==> config.mk <==
export PLATFORM = sky130hd
export DESIGN_NAME = rtc_timer_ctrl
export DESIGN_NICKNAME = d
export VERILOG_FILES = /design/src/rtl/rtc_pkg.sv /design/src/rtl/rtc_ctrl_bits.sv /design/src/rtl/rtc_count_core.sv /design/src/rtl/rtc_miss_det.sv /design/src/rtl/rtc_timer_ctrl.sv
export SDC_FILE = /design/constraint.sdc
export NUM_CORES = 1
export LEC_CHECK = 0
export ABC_AREA = 1
export BUFFER_PORTS_ARGS = -buffer_cell sky130_fd_sc_hd__buf_2
export CELL_PAD_IN_SITES_DETAIL_PLACEMENT = 0
export CELL_PAD_IN_SITES_GLOBAL_PLACEMENT = 2
export CORE_UTILIZATION = 32
export CTS_CLUSTER_SIZE = 30
export DETAILED_ROUTE_END_ITERATION = 8
export PLACE_DENSITY = 0.9
export SYNTH_ARGS = -nofsm -noshare
export SYNTH_HDL_FRONTEND = slang
export SYNTH_SLANG_ARGS = --single-unit
==> constraint.sdc <==
create_clock -name clk -period 2.25 [get_ports clk]
set_input_delay 0.225 -clock clk [delete_from_list [all_inputs] [get_ports clk]]
set_output_delay 0.225 -clock clk [all_outputs]
set_load 0.005 [all_outputs]
==> src/rtl/rtc_pkg.sv <==
package rtc_pkg;
  localparam int CTRL_W = 8;
  localparam int B_OSC  = 7;
  localparam int B_DET  = 6;
  localparam int B_FAIL = 5;
  localparam int B_RUN  = 4;
  localparam int B_AEN  = 3;
  localparam int B_FLAG = 2;
  localparam int B_SET  = 1;
  localparam int B_CAP  = 0;

  typedef enum logic [1:0] {
    SEL_CTRL = 2'd0,
    SEL_HOLD = 2'd1,
    SEL_CMP  = 2'd2,
    SEL_NONE = 2'd3
  } reg_sel_e;
endpackage

==> src/rtl/rtc_ctrl_bits.sv <==
module rtc_ctrl_bits
  import rtc_pkg::*;
(
  input  logic              clk,
  input  logic              rst_n,
  input  logic              ctrl_wr,
  input  logic [CTRL_W-1:0] wr_byte,
  input  logic              eff_tick,
  input  logic              miss_to,
  output logic              osc_en,
  output logic              det_en,
  output logic              run_en,
  output logic              alarm_en,
  output logic              auto_rst,
  output logic              set_busy,
  output logic              cap_busy,
  output logic              fail_flag
);
  always_ff @(posedge clk or negedge rst_n) begin
    if (!rst_n) begin
      osc_en   <= 1'b0;
      det_en   <= 1'b0;
      run_en   <= 1'b0;
      alarm_en <= 1'b0;
      auto_rst <= 1'b0;
    end else if (ctrl_wr) begin
      osc_en   <= wr_byte[B_OSC];
      det_en   <= wr_byte[B_DET];
      run_en   <= wr_byte[B_RUN];
      alarm_en <= wr_byte[B_AEN];
      auto_rst <= wr_byte[B_FLAG];
    end
  end

  // command bits: a written 1 is held until the next gated tick
  always_ff @(posedge clk or negedge rst_n) begin
    if (!rst_n) begin
      set_busy <= 1'b0;
      cap_busy <= 1'b0;
    end else begin
      set_busy <= (set_busy && !eff_tick) || (ctrl_wr && wr_byte[B_SET]);
      cap_busy <= (cap_busy && !eff_tick) || (ctrl_wr && wr_byte[B_CAP]);
    end
  end

  // sticky failure flag: hardware sets it, software can only clear it
  always_ff @(posedge clk or negedge rst_n) begin
    if (!rst_n)
      fail_flag <= 1'b0;
    else if (miss_to)
      fail_flag <= 1'b1;
    else if (ctrl_wr && !wr_byte[B_FAIL])
      fail_flag <= 1'b0;
  end
endmodule

==> src/rtl/rtc_count_core.sv <==
module rtc_count_core #(
  parameter int W = 32
) (
  input  logic         clk,
  input  logic         rst_n,
  input  logic         eff_tick,
  input  logic         osc_en,
  input  logic         run_en,
  input  logic         alarm_en,
  input  logic         auto_rst,
  input  logic         set_busy,
  input  logic         cap_busy,
  input  logic         hold_wr,
  input  logic         cmp_wr,
  input  logic         flag_clr,
  input  logic [W-1:0] wr_data,
  output logic [W-1:0] cnt_q,
  output logic [W-1:0] hold_q,
  output logic [W-1:0] cmp_q,
  output logic         alarm_flag
);
  function automatic logic [W-1:0] advance(input logic [W-1:0] cur,
                                           input logic clr_to_zero);
    return clr_to_zero ? '0 : cur + W'(1);
  endfunction

  logic         do_set;
  logic         do_cap;
  logic         do_adv;
  logic [W-1:0] cnt_nxt;

  assign do_set  = eff_tick && set_busy;
  assign do_cap  = eff_tick && cap_busy;
  assign do_adv  = eff_tick && run_en && !set_busy;
  assign cnt_nxt = do_set ? hold_q :
                   do_adv ? advance(cnt_q, auto_rst && alarm_flag) : cnt_q;

  always_ff @(posedge clk or negedge rst_n) begin
    if (!rst_n) cnt_q <= '0;
    else        cnt_q <= cnt_nxt;
  end

  // a capture on the same cycle as a bus write wins
  always_ff @(posedge clk or negedge rst_n) begin
    if (!rst_n)       hold_q <= '0;
    else if (do_cap)  hold_q <= cnt_q;
    else if (hold_wr) hold_q <= wr_data;
  end

  always_ff @(posedge clk or negedge rst_n) begin
    if (!rst_n)      cmp_q <= '0;
    else if (cmp_wr) cmp_q <= wr_data;
  end

  always_ff @(posedge clk or negedge rst_n) begin
    if (!rst_n)                  alarm_flag <= 1'b0;
    else if (flag_clr || !osc_en) alarm_flag <= 1'b0;
    else if (eff_tick)           alarm_flag <= do_adv && alarm_en && (cnt_nxt == cmp_q);
  end
endmodule

==> src/rtl/rtc_miss_det.sv <==
module rtc_miss_det #(
  parameter int LIMIT = 256
) (
  input  logic clk,
  input  logic rst_n,
  input  logic active,
  input  logic tick,
  output logic miss_to
);
  localparam int GW = (LIMIT > 1) ? $clog2(LIMIT) : 1;
  localparam logic [GW-1:0] LAST = GW'(LIMIT - 1);

  logic [GW-1:0] gap_q;

  assign miss_to = active && !tick && (gap_q == LAST);

  always_ff @(posedge clk or negedge rst_n) begin
    if (!rst_n)                  gap_q <= '0;
    else if (!active || tick || miss_to) gap_q <= '0;
    else                         gap_q <= gap_q + GW'(1);
  end
endmodule

==> src/rtl/rtc_timer_ctrl.sv <==
module rtc_timer_ctrl
  import rtc_pkg::*;
#(
  parameter int W          = 32,
  parameter int FAIL_LIMIT = 256
) (
  input  logic         clk,
  input  logic         rst_n,
  input  logic         tick,
  input  logic         wr_en,
  input  logic [1:0]   wr_sel,
  input  logic [W-1:0] wr_data,
  input  logic [1:0]   rd_sel,
  output logic [W-1:0] rd_data,
  output logic         alarm_evt,
  output logic [W-1:0] tmr_value
);
  logic eff_tick, ctrl_wr, hold_wr, cmp_wr;
  logic osc_en, det_en, run_en, alarm_en, auto_rst;
  logic set_busy, cap_busy, fail_flag, alarm_flag, miss_to;
  logic [W-1:0] cnt_q, hold_q, cmp_q;
  logic [CTRL_W-1:0] ctrl_rd;

  assign eff_tick = tick && osc_en;
  assign ctrl_wr  = wr_en && (wr_sel == SEL_CTRL);
  assign hold_wr  = wr_en && (wr_sel == SEL_HOLD);
  assign cmp_wr   = wr_en && (wr_sel == SEL_CMP);

  rtc_ctrl_bits u_ctrl (
    .clk(clk), .rst_n(rst_n), .ctrl_wr(ctrl_wr), .wr_byte(wr_data[CTRL_W-1:0]),
    .eff_tick(eff_tick), .miss_to(miss_to), .osc_en(osc_en), .det_en(det_en),
    .run_en(run_en), .alarm_en(alarm_en), .auto_rst(auto_rst),
    .set_busy(set_busy), .cap_busy(cap_busy), .fail_flag(fail_flag)
  );

  rtc_count_core #(.W(W)) u_core (
    .clk(clk), .rst_n(rst_n), .eff_tick(eff_tick), .osc_en(osc_en),
    .run_en(run_en), .alarm_en(alarm_en), .auto_rst(auto_rst),
    .set_busy(set_busy), .cap_busy(cap_busy), .hold_wr(hold_wr),
    .cmp_wr(cmp_wr), .flag_clr(ctrl_wr), .wr_data(wr_data),
    .cnt_q(cnt_q), .hold_q(hold_q), .cmp_q(cmp_q), .alarm_flag(alarm_flag)
  );

  rtc_miss_det #(.LIMIT(FAIL_LIMIT)) u_miss (
    .clk(clk), .rst_n(rst_n), .active(det_en && osc_en), .tick(tick),
    .miss_to(miss_to)
  );

  always_comb begin
    ctrl_rd         = '0;
    ctrl_rd[B_OSC]  = osc_en;
    ctrl_rd[B_DET]  = det_en;
    ctrl_rd[B_FAIL] = fail_flag;
    ctrl_rd[B_RUN]  = run_en;
    ctrl_rd[B_AEN]  = alarm_en;
    ctrl_rd[B_FLAG] = alarm_flag;
    ctrl_rd[B_SET]  = set_busy;
    ctrl_rd[B_CAP]  = cap_busy;
  end

  always_comb begin
    unique case (rd_sel)
      SEL_CTRL: rd_data = {{(W-CTRL_W){1'b0}}, ctrl_rd};
      SEL_HOLD: rd_data = hold_q;
      SEL_CMP:  rd_data = cmp_q;
      default:  rd_data = '0;
    endcase
  end

  assign alarm_evt = alarm_flag;
  assign tmr_value = cnt_q;
endmodule

==> Word-level counts from Yosys, hierarchy flattened <==
Cells that the tools add are included.
{ "word_totals": {"reg_bits": 113, "wordCells": 67, "out_inout_bits": 65} }
{ "classes": {"reduce_logical": 35, "mux": 11, "n_eq_ne": 6, "n_addsub": 2} }
{ "op_table": {"columns": ["op", "count"], "rows": [
  ["two-way mux 32 bit", 5],
  ["case mux 32 bit (3 select lines)", 1],
  ["adder 32 x 1 -> 32 bit, second input constant", 1],
  ["== test 32 bit", 1],
  ["logical AND 1 bit", 19],
  ["adder 8 x 1 -> 8 bit, second input constant", 1],
  ["== test 8 bit, second input constant", 1],
  ["two-way mux 8 bit", 1],
  ["logical NOT 1 bit", 6],
  ["nonzero test 2 bit", 3],
  ["logical OR 1 bit", 5],
  ["== test 2 x 1 -> 1 bit, second input constant", 2],
  ["== test 2 bit, second input constant", 2],
  ["logical NOT 2 bit", 2],
  ["two-way mux 1 bit", 4]
]} }

==> Longest topological paths before layout <==
Gate-level depths: netlist of the first run.
{ "logic_depth": {"ltp_word": 9, "depth_mapped": 19} }

==> Modules after synthesis <==
Synthesis of the first run repeated with hierarchy kept, for this count alone.
{ "hier_totals": {"cells_unflattened": 1000, "hier_area_um2": 6947.9} }
{ "modules_own_cells": {"columns": ["mod", "cells_each", "area_per_inst_um2", "seq_area_each_um2", "n_inst"], "rows": [
  ["rtc_count_core", 785, 5585.4, 2427.3, 1],
  ["rtc_timer_ctrl", 124, 585.6, 0.0, 1],
  ["rtc_miss_det", 56, 447.9, 200.2, 1],
  ["rtc_ctrl_bits", 35, 329.1, 200.2, 1]
]} }

==> Worst setup path after synthesis of the first run <==
No wires, ideal clock.
{ "synth_timing": {"path_kind": "reg-to-reg", "start": "register u_core.cnt_q[0]", "end": "register u_core.alarm_flag", "arrival_ps": 1823, "required_ps": 2185, "stages_incl_launch_ff": 18, "path_buffers": 0, "setup_slack_ps": 362, "cell_sequence": "dfrtp_1 -> ha_1 -> nand2_1 -> nor2_1 -> nand2_1 -> nor2_4 -> nand2_1 -> nand2_1 -> nand3_1 -> nand2_1 -> nand2_1 -> nand2_1 -> nand3_1 -> nor2_1 -> nand3_1 -> nor2_1 -> nand4_1 -> nand2_1"} }
{ "synth_between": {"elab_chain_cells": 8} }
{ "synth_rtl": {"columns": ["element", "line", "rtl"], "rows": [
  ["start: declaration", "rtc_count_core.sv:17", "output logic [W-1:0] cnt_q,"],
  ["start signal: assignment", "rtc_count_core.sv:40", "else cnt_q <= cnt_nxt;"],
  ["adder 32 x 1 -> 32 bit", "rtc_count_core.sv:24", "return clr_to_zero ? '0 : cur + W'(1);"],
  ["two-way mux 32 bit", "rtc_count_core.sv:24", null],
  ["two-way mux 32 bit", "rtc_count_core.sv:36", "do_adv ? advance(cnt_q, auto_rst && alarm_flag) : cnt_q;"],
  ["two-way mux 32 bit", "rtc_count_core.sv:35", "assign cnt_nxt = do_set ? hold_q :"],
  ["via u_core.cnt_nxt[20]", "rtc_count_core.sv:30", "logic [W-1:0] cnt_nxt;"],
  ["== test 32 bit", "rtc_count_core.sv:58", "else if (eff_tick) alarm_flag <= do_adv && alarm_en && (cnt_nxt == cmp_q);"],
  ["logical AND 1 bit", "rtc_count_core.sv:58", null],
  ["two-way mux 1 bit", "rtc_count_core.sv:58", null],
  ["two-way mux 1 bit", "rtc_count_core.sv:57", "else if (flag_clr || !osc_en) alarm_flag <= 1'b0;"],
  ["end signal: assignment", "rtc_count_core.sv:58", null],
  ["end: declaration", "rtc_count_core.sv:20", "output logic alarm_flag"]
]} }
The timed path passes the listed nets, and every way through them passes these cells. The select of a mux whose other input is x is not followed.
A chain may end at the register's enable or synchronous reset.

==> Final worst setup path of the first run <==
{ "layout_timing": {"start": "register u_core.cnt_q[2]", "end": "register u_core.alarm_flag"} }
The elaborated chain is that of the path after synthesis.

==> results.tsv, run 1 <==
metric	value	unit
crit_required	2620	ps
total_switching_power	3690	uW
grt_setup_unrepaired	yes	
vias_in_the_first_global_route	6492	
fin_skew	16.3	ps
floorplan.initialDensity	0.328	
vias_per_cell	4.88	
tritoncts_clock_tree	done	
p_sw_frac	0.402	
crit_type	flop to flop	
io_buffer_count	104	
total_iterations_of_the_first_detailed_routing_run	8	
leakage	0.00443	uW
seq_power_share	0.342	
timing.final.setup_violations	0	
mux_cell_area_share_after_synthesis	0	
startpoint_type	flop	
synth_simple_gate_area_share	0.314	
clock_buffer_count_from_cts	17	
ioPinCount	105	
synthDistinctLibCells	29	
synth_compound_gate_area_share	0.148	
comb_power_share	0.378	
clock_power_share	0.280	
final_common_cell	nand2_1	
synthesized_nets	979	
ff_latch_area	2840	sq um
track_usage	0.217	
fin_crit	2180	ps
synth_top_family_by_area	simple AND/OR/NAND/NOR gates	
power_density	1040	nW/um^2
clockRootBuffer	clkbuf_16	
timing.reg2reg.worst_path_depth	17	
worst_setup_path_endpoint	u_core.alarm_flag	
worst_setup_hold_path_clk_slew	70	ps
die-area	21400	sq um
timing.final.max_slew_violations	0	
layout_common_cells	238 x nand2_1, 141 x inv_1, 106 x dfrtp_1	
drt-total-wl	22.5	mm
syn-cell-area	6670	sq um
gp_congestion	0.858	
numClockSinks	113	
cp-end-kind	flop	
grt_pass1_wl	35.6	mm
initialDrtViolationCount	470	
detailroute.via_count	6778	
syn_avg_cell_area	7.11	sq um
seq_area_frac_synth	0.424	
worstHoldPathType	input port to flop	
synth_adder_area_share	0.00375	
timing.critical_path.fanout_max	4	
numnets_final	1148	
ir_drop_worst_vdd	0.456	mV
regToRegEndpoint	u_core.alarm_flag	
detail_route.drc_violations	0	
multi_input_area	3330	sq um
synthesis.instances	937	
grt_overflow_total	0	
synth-xor-area-share	0.00526	
layoutNonFillerInstCount	1389	
max_cap_violations	0	
clock_latency	430	ps
grt_start_max_net_pins	45	
die_width	146	microns
place.detailed.hpwl	16.8	mm
grt_antenna_before_repair	0	
yosys_register_bits	113	
startpoint	u_core.cnt_q[2]	
antennaDiodeCount	0	
place.detailed.instances	1346	
worst_slew_margin_rel	0.566	
finalSetupTns	0	ps
fillers	2165	
fmaxAchievable	458	MHz
synthToLayoutAreaGrowth	32.7	%
worst-r2r-setup-slack	70	ps
worstMarginPinSlew	650	ps
core_area	20300	sq um
ys_warn_count	0	
worstPathArrival	2550	ps
period_share	0.970	
average_routed_wire_per_standard_cell	16.2	microns
cell_internal_pwr	5480	uW
drive_gt1_frac	0.273	
worst_r2r_startpoint	u_core.cnt_q[2]	
floorplan.rows	52	
cts_buffer_depth	2	
route.antenna.remaining_nets	0	
htree_num_levels	4	
die_h	146	microns
outcome	complete, no violations	
finalHoldViolations	0	
-- per-layer routing --
layer  global-route usage  part of all wire  vias up
li1                     -                 -     3387
met1                0.301              0.47     3192
met2                0.347              0.47      178
met3               0.0388             0.051       21
met4               0.0563             0.013        0
met5                    0                 0        -
-- final cells by class --
type,count,area share
Timing Repair Buffer,183,0.140
Clock inverter,15,0.0146
Clock buffer,17,0.0481
Sequential cell,113,0.321
Multi-Input combinational cell,645,0.377
Inverter,146,0.0623
Tap cell,270,0.0382
-- metrics by stage --
stage	hold slack [ps]	total power (uW)	utilization	setup WS, ps	area [sq um]
3_5_place_dp	286	6380	0.394	-141	8000
3_3_place_gp	280	6370	0.394	-81.4	8000
2_1_floorplan	-70.6	4760	-	362	6670
5_1_grt	36.0	9770	0.436	-119	8840
4_1_cts	22.2	8980	0.423	3.77	8590
6_report	25.3	9170	0.436	66.5	8840
-- power by group through the flow --
stage | combinational, uW | sequential (uW) | clock [uW]
floorplan | 1680 | 3080 | 0
CTS | 3280 | 3110 | 2590
global route | 3890 | 3210 | 2680
global placement | 3240 | 3130 | 0
detailed placement | 3250 | 3130 | 0
finish | 3470 | 3130 | 2570
-- how the worst min path moves through the flow --
stage                from                 to  slack (ps)  depth (start not counted)
global placement    rst_n  u_core.hold_q[17]         280                          1
global route         tick   u_ctrl.fail_flag          40                          2
floorplan           rst_n  u_core.alarm_flag         -70                          0
CTS                  tick   u_ctrl.fail_flag          20                          2
detailed placement  rst_n  u_core.hold_q[17]         290                          1
finish               tick   u_ctrl.fail_flag          30                          2
-- critical path: stages, from the launching register on --
cell,delay [ps]
dfrtp_2,420
nand3_1,140
inv_2,150
nand2_4,100
nor2_4,150
buf_4,130
nand3_1,60
nand2_1,60
nand3_1,110
nand2_1,100
nand2_1,50
nand2_1,70
nand2_1,50
nor2_1,100
nand2_1,100
nor2_2,140
nand4_1,100
nand2_1,80
-- registers in the layout, summed over array words and instances (netlist names) --
register / flops
u_ctrl.cap_busy: 1
u_ctrl.auto_rst: 1
u_ctrl.alarm_en: 1
u_core.hold_q: 32
u_ctrl.set_busy: 1
u_ctrl.fail_flag: 1
u_core.alarm_flag: 1
u_ctrl.osc_en: 1
u_miss.gap_q: 8
u_ctrl.run_en: 1
u_core.cnt_q: 32
u_core.cmp_q: 32
u_ctrl.det_en: 1
-- logic make-up (layout without fill, tap and decap cells) --
| logic type | count (synthesis) | count (layout) |
|---|---|---|
| simple gates | 470 | 470 |
| buf+inv | 179 | 361 |
| compound gates | 169 | 169 |
| flops | 113 | 113 |
| xor+xnor | 4 | 4 |
| fa+ha+maj | 2 | 2 |
-- cell usage after synthesis (all sizes together) --
cell	number	area share
a21oi	25	0.019
buf	9	0.0092
clkbuf	24	0.014
dfrtp	113	0.42
ha	2	0.0038
inv	146	0.082
nand2	261	0.15
nand3	94	0.077
nand4	8	0.0075
nor2	97	0.068
nor3	2	0.0015
nor3b	6	0.0068
o211ai	30	0.034
o21ai	75	0.056
o21bai	2	0.0023
o221ai	5	0.0066
o22ai	31	0.029
o31ai	1	0.0011
or2	2	0.0019
xor2	4	0.0053
-- what timing repair did --
action	in CTS	in global routing
setup endpoints to repair	1	1
hold buffers	1	0
pin swaps	2	26
hold endpoints to repair	40	0
resized for setup	9	54
setup buffers	1	9
No activity file was read; power rests on OpenSTA's default activity.
==> run 2, diff against run 1 <==
CORE_UTILIZATION = 35   (was 32)
PLACE_DENSITY = 0.95   (was 0.9)
clock period = 2.6 ns   (was 2.25 ns; I/O delays follow)
==> run 2 against run 1 <==
The flow now finishes with violations (DRC). Die area down 8.5%. Sequential power shrank 9.9%. Fmax fell by 10%.
==> results.tsv, run 2 (synthesized netlist as in run 1, its figures left out) <==
metric	value	unit
startpoint_type	flop	
failing_checks	DRC	
p_total	7520	uW
worstPathArrival	2790	ps
grt_start_max_net_pins	65	
cts_buffer_depth	2	
worst-r2r-setup-slack	170	ps
fin_skew	9.37	ps
track_usage	0.224	
route.antenna.remaining_nets	0	
floorplan.rows	50	
grt_pass1_wl	33.8	mm
detailroute.via_count	6533	
layout_common_cells	252 x nand2_1, 142 x inv_1, 111 x dfrtp_1	
cp-end-kind	flop	
fin_crit	2430	ps
outcome	finished, violations left	
power_density	927	nW/um^2
biggestRegsByFlops	u_core.cmp_q: 32 flops, u_core.cnt_q: 32 flops, u_core.hold_q: 32 flops	
ir_drop_worst_vdd	0.417	mV
drive_gt1_frac	0.187	
grt_setup_unrepaired	no	
worstMarginPinSlew	744	ps
tritoncts_clock_tree	done	
initialDrtViolationCount	394	
cp_slowest_stage_delay	460	ps
grt_overflow_total	0	
synthToLayoutAreaGrowth	21.8	%
timing.final.max_slew_violations	0	
numClockSinks	113	
cpMaxStageDelayCell	dfrtp_1	
die_h	140	microns
ff_latch_area	2830	sq um
vias_in_the_first_global_route	6384	
worst_slew_margin_rel	0.504	
crit_required	2960	ps
cell_internal_pwr	4640	uW
timing.critical_path.fanout_max	5	
floorplan.initialDensity	0.356	
clockRootBuffer	clkbuf_16	
final_common_cell	nand2_1	
numnets_final	1085	
period_share	0.935	
postLayoutCoreUtil	0.434	
grt_antenna_before_repair	0	
total_iterations_of_the_first_detailed_routing_run	7	
timing.reg2reg.worst_path_depth	16	
io_buffer_count	104	
worst_setup_hold_path_clk_slew	60	ps
total_switching_power	2880	uW
gp_congestion	0.859	
finalHoldViolations	0	
average_routed_wire_per_standard_cell	16.2	microns
fillers	1977	
core_area	18700	sq um
max_cap_violations	0	
place.detailed.hpwl	15.0	mm
layoutNonFillerInstCount	1290	
seq_power_share	0.374	
clock_power_share	0.321	
ioPinCount	105	
vias_per_cell	5.06	
antennaDiodeCount	0	
worstHoldPathType	input port to flop	
crit_type	flop to flop	
clock_buffer_count_from_cts	17	
timing.final.setup_violations	0	
fmaxAchievable	411	MHz
die_width	140	microns
htree_num_levels	4	
detail_route.drc_violations	1	
multi_input_area	3160	sq um
hold_path_depth	2	
clock_latency	420	ps
die-area	19600	sq um
comb_power_share	0.305	
drt-total-wl	20.9	mm
leakage	0.00406	uW
worst_path_most_repeated_cell	nand2_1	
p_sw_frac	0.383	
place.detailed.instances	1256	
finalSetupTns	0	ps
timing.critical_path.cells	nand2_1 > nor2_2 > nand2_1 > nor2_4 > nand2_1 > nand2_1 > nand3_1 > nand2_1 > nand2_1 > nand2_1 > nand2_1 > nor2_1 > nand3_1 > nor2_1 > nand4_1 > nand2_1	
run 2: final cells by class:
| cell class | instances | area share |
|---|---|---|
| clock buffers | 19 | 0.0546 |
| well taps | 234 | 0.0361 |
| repair buffers | 120 | 0.0846 |
| multi-input cells | 645 | 0.389 |
| clock inverters | 13 | 0.0197 |
| flip-flops and latches | 113 | 0.349 |
| inverters | 146 | 0.0678 |
run 2: worst max-delay path: cells and delay by family (launching register included):
kind / cells / cell delay, ps
flip-flops: 1 / 460
AND/OR/NAND/NOR: 16 / 1920
run 2: metal layers:
metal / up-vias / GRT usage / part of all wire
li1: 3261 / - / -
met1: 3082 / 0.297 / 0.47
met2: 163 / 0.362 / 0.46
met3: 27 / 0.0451 / 0.054
met4: 0 / 0.0798 / 0.015
met5: - / 0 / 0
run 2: repair_timing:
item | 4_1_cts | 5_1_grt
resized for setup | 0 | 7
setup endpoints to repair | 0 | 1
setup buffers | 0 | 1
endpoints found under the hold margin | 36 | 0
hold buffers | 1 | 0
run 2: metrics by stage:
step                      area, sq um  worst slack, ps  hold slack (ps)
after floorplan                  6670              712            -35.6
after global placement           7480             92.6              284
after detailed placement         7480             32.4              274
after CTS                        8100             14.0             74.6
after global routing             8120             7.00             97.0
final                            8120              170             85.2
run 2: power groups by stage:
| stage | clock network, uW | logic [uW] | registers [uW] |
|---|---|---|---|
| floorplan | 0 | 1450 | 2670 |
| global placement | 0 | 2280 | 2830 |
| detailed placement | 0 | 2290 | 2840 |
| CTS | 2440 | 2300 | 2810 |
| global route | 2530 | 2630 | 2900 |
| finish | 2410 | 2290 | 2820 |
run 2: path summary, 6_finish.rpt:
kind	endpoint	start
worst max-delay path	u_core.alarm_flag	u_core.cnt_q[6]
worst min-delay path	u_ctrl.fail_flag	tick
worst max register to register	u_core.alarm_flag	u_core.cnt_q[6]
worst min register to register	u_miss.gap_q[0]	u_miss.gap_q[0]
max in group asynchronous	u_core.cnt_q[1]	rst_n
min in group asynchronous	u_core.cnt_q[17]	rst_n
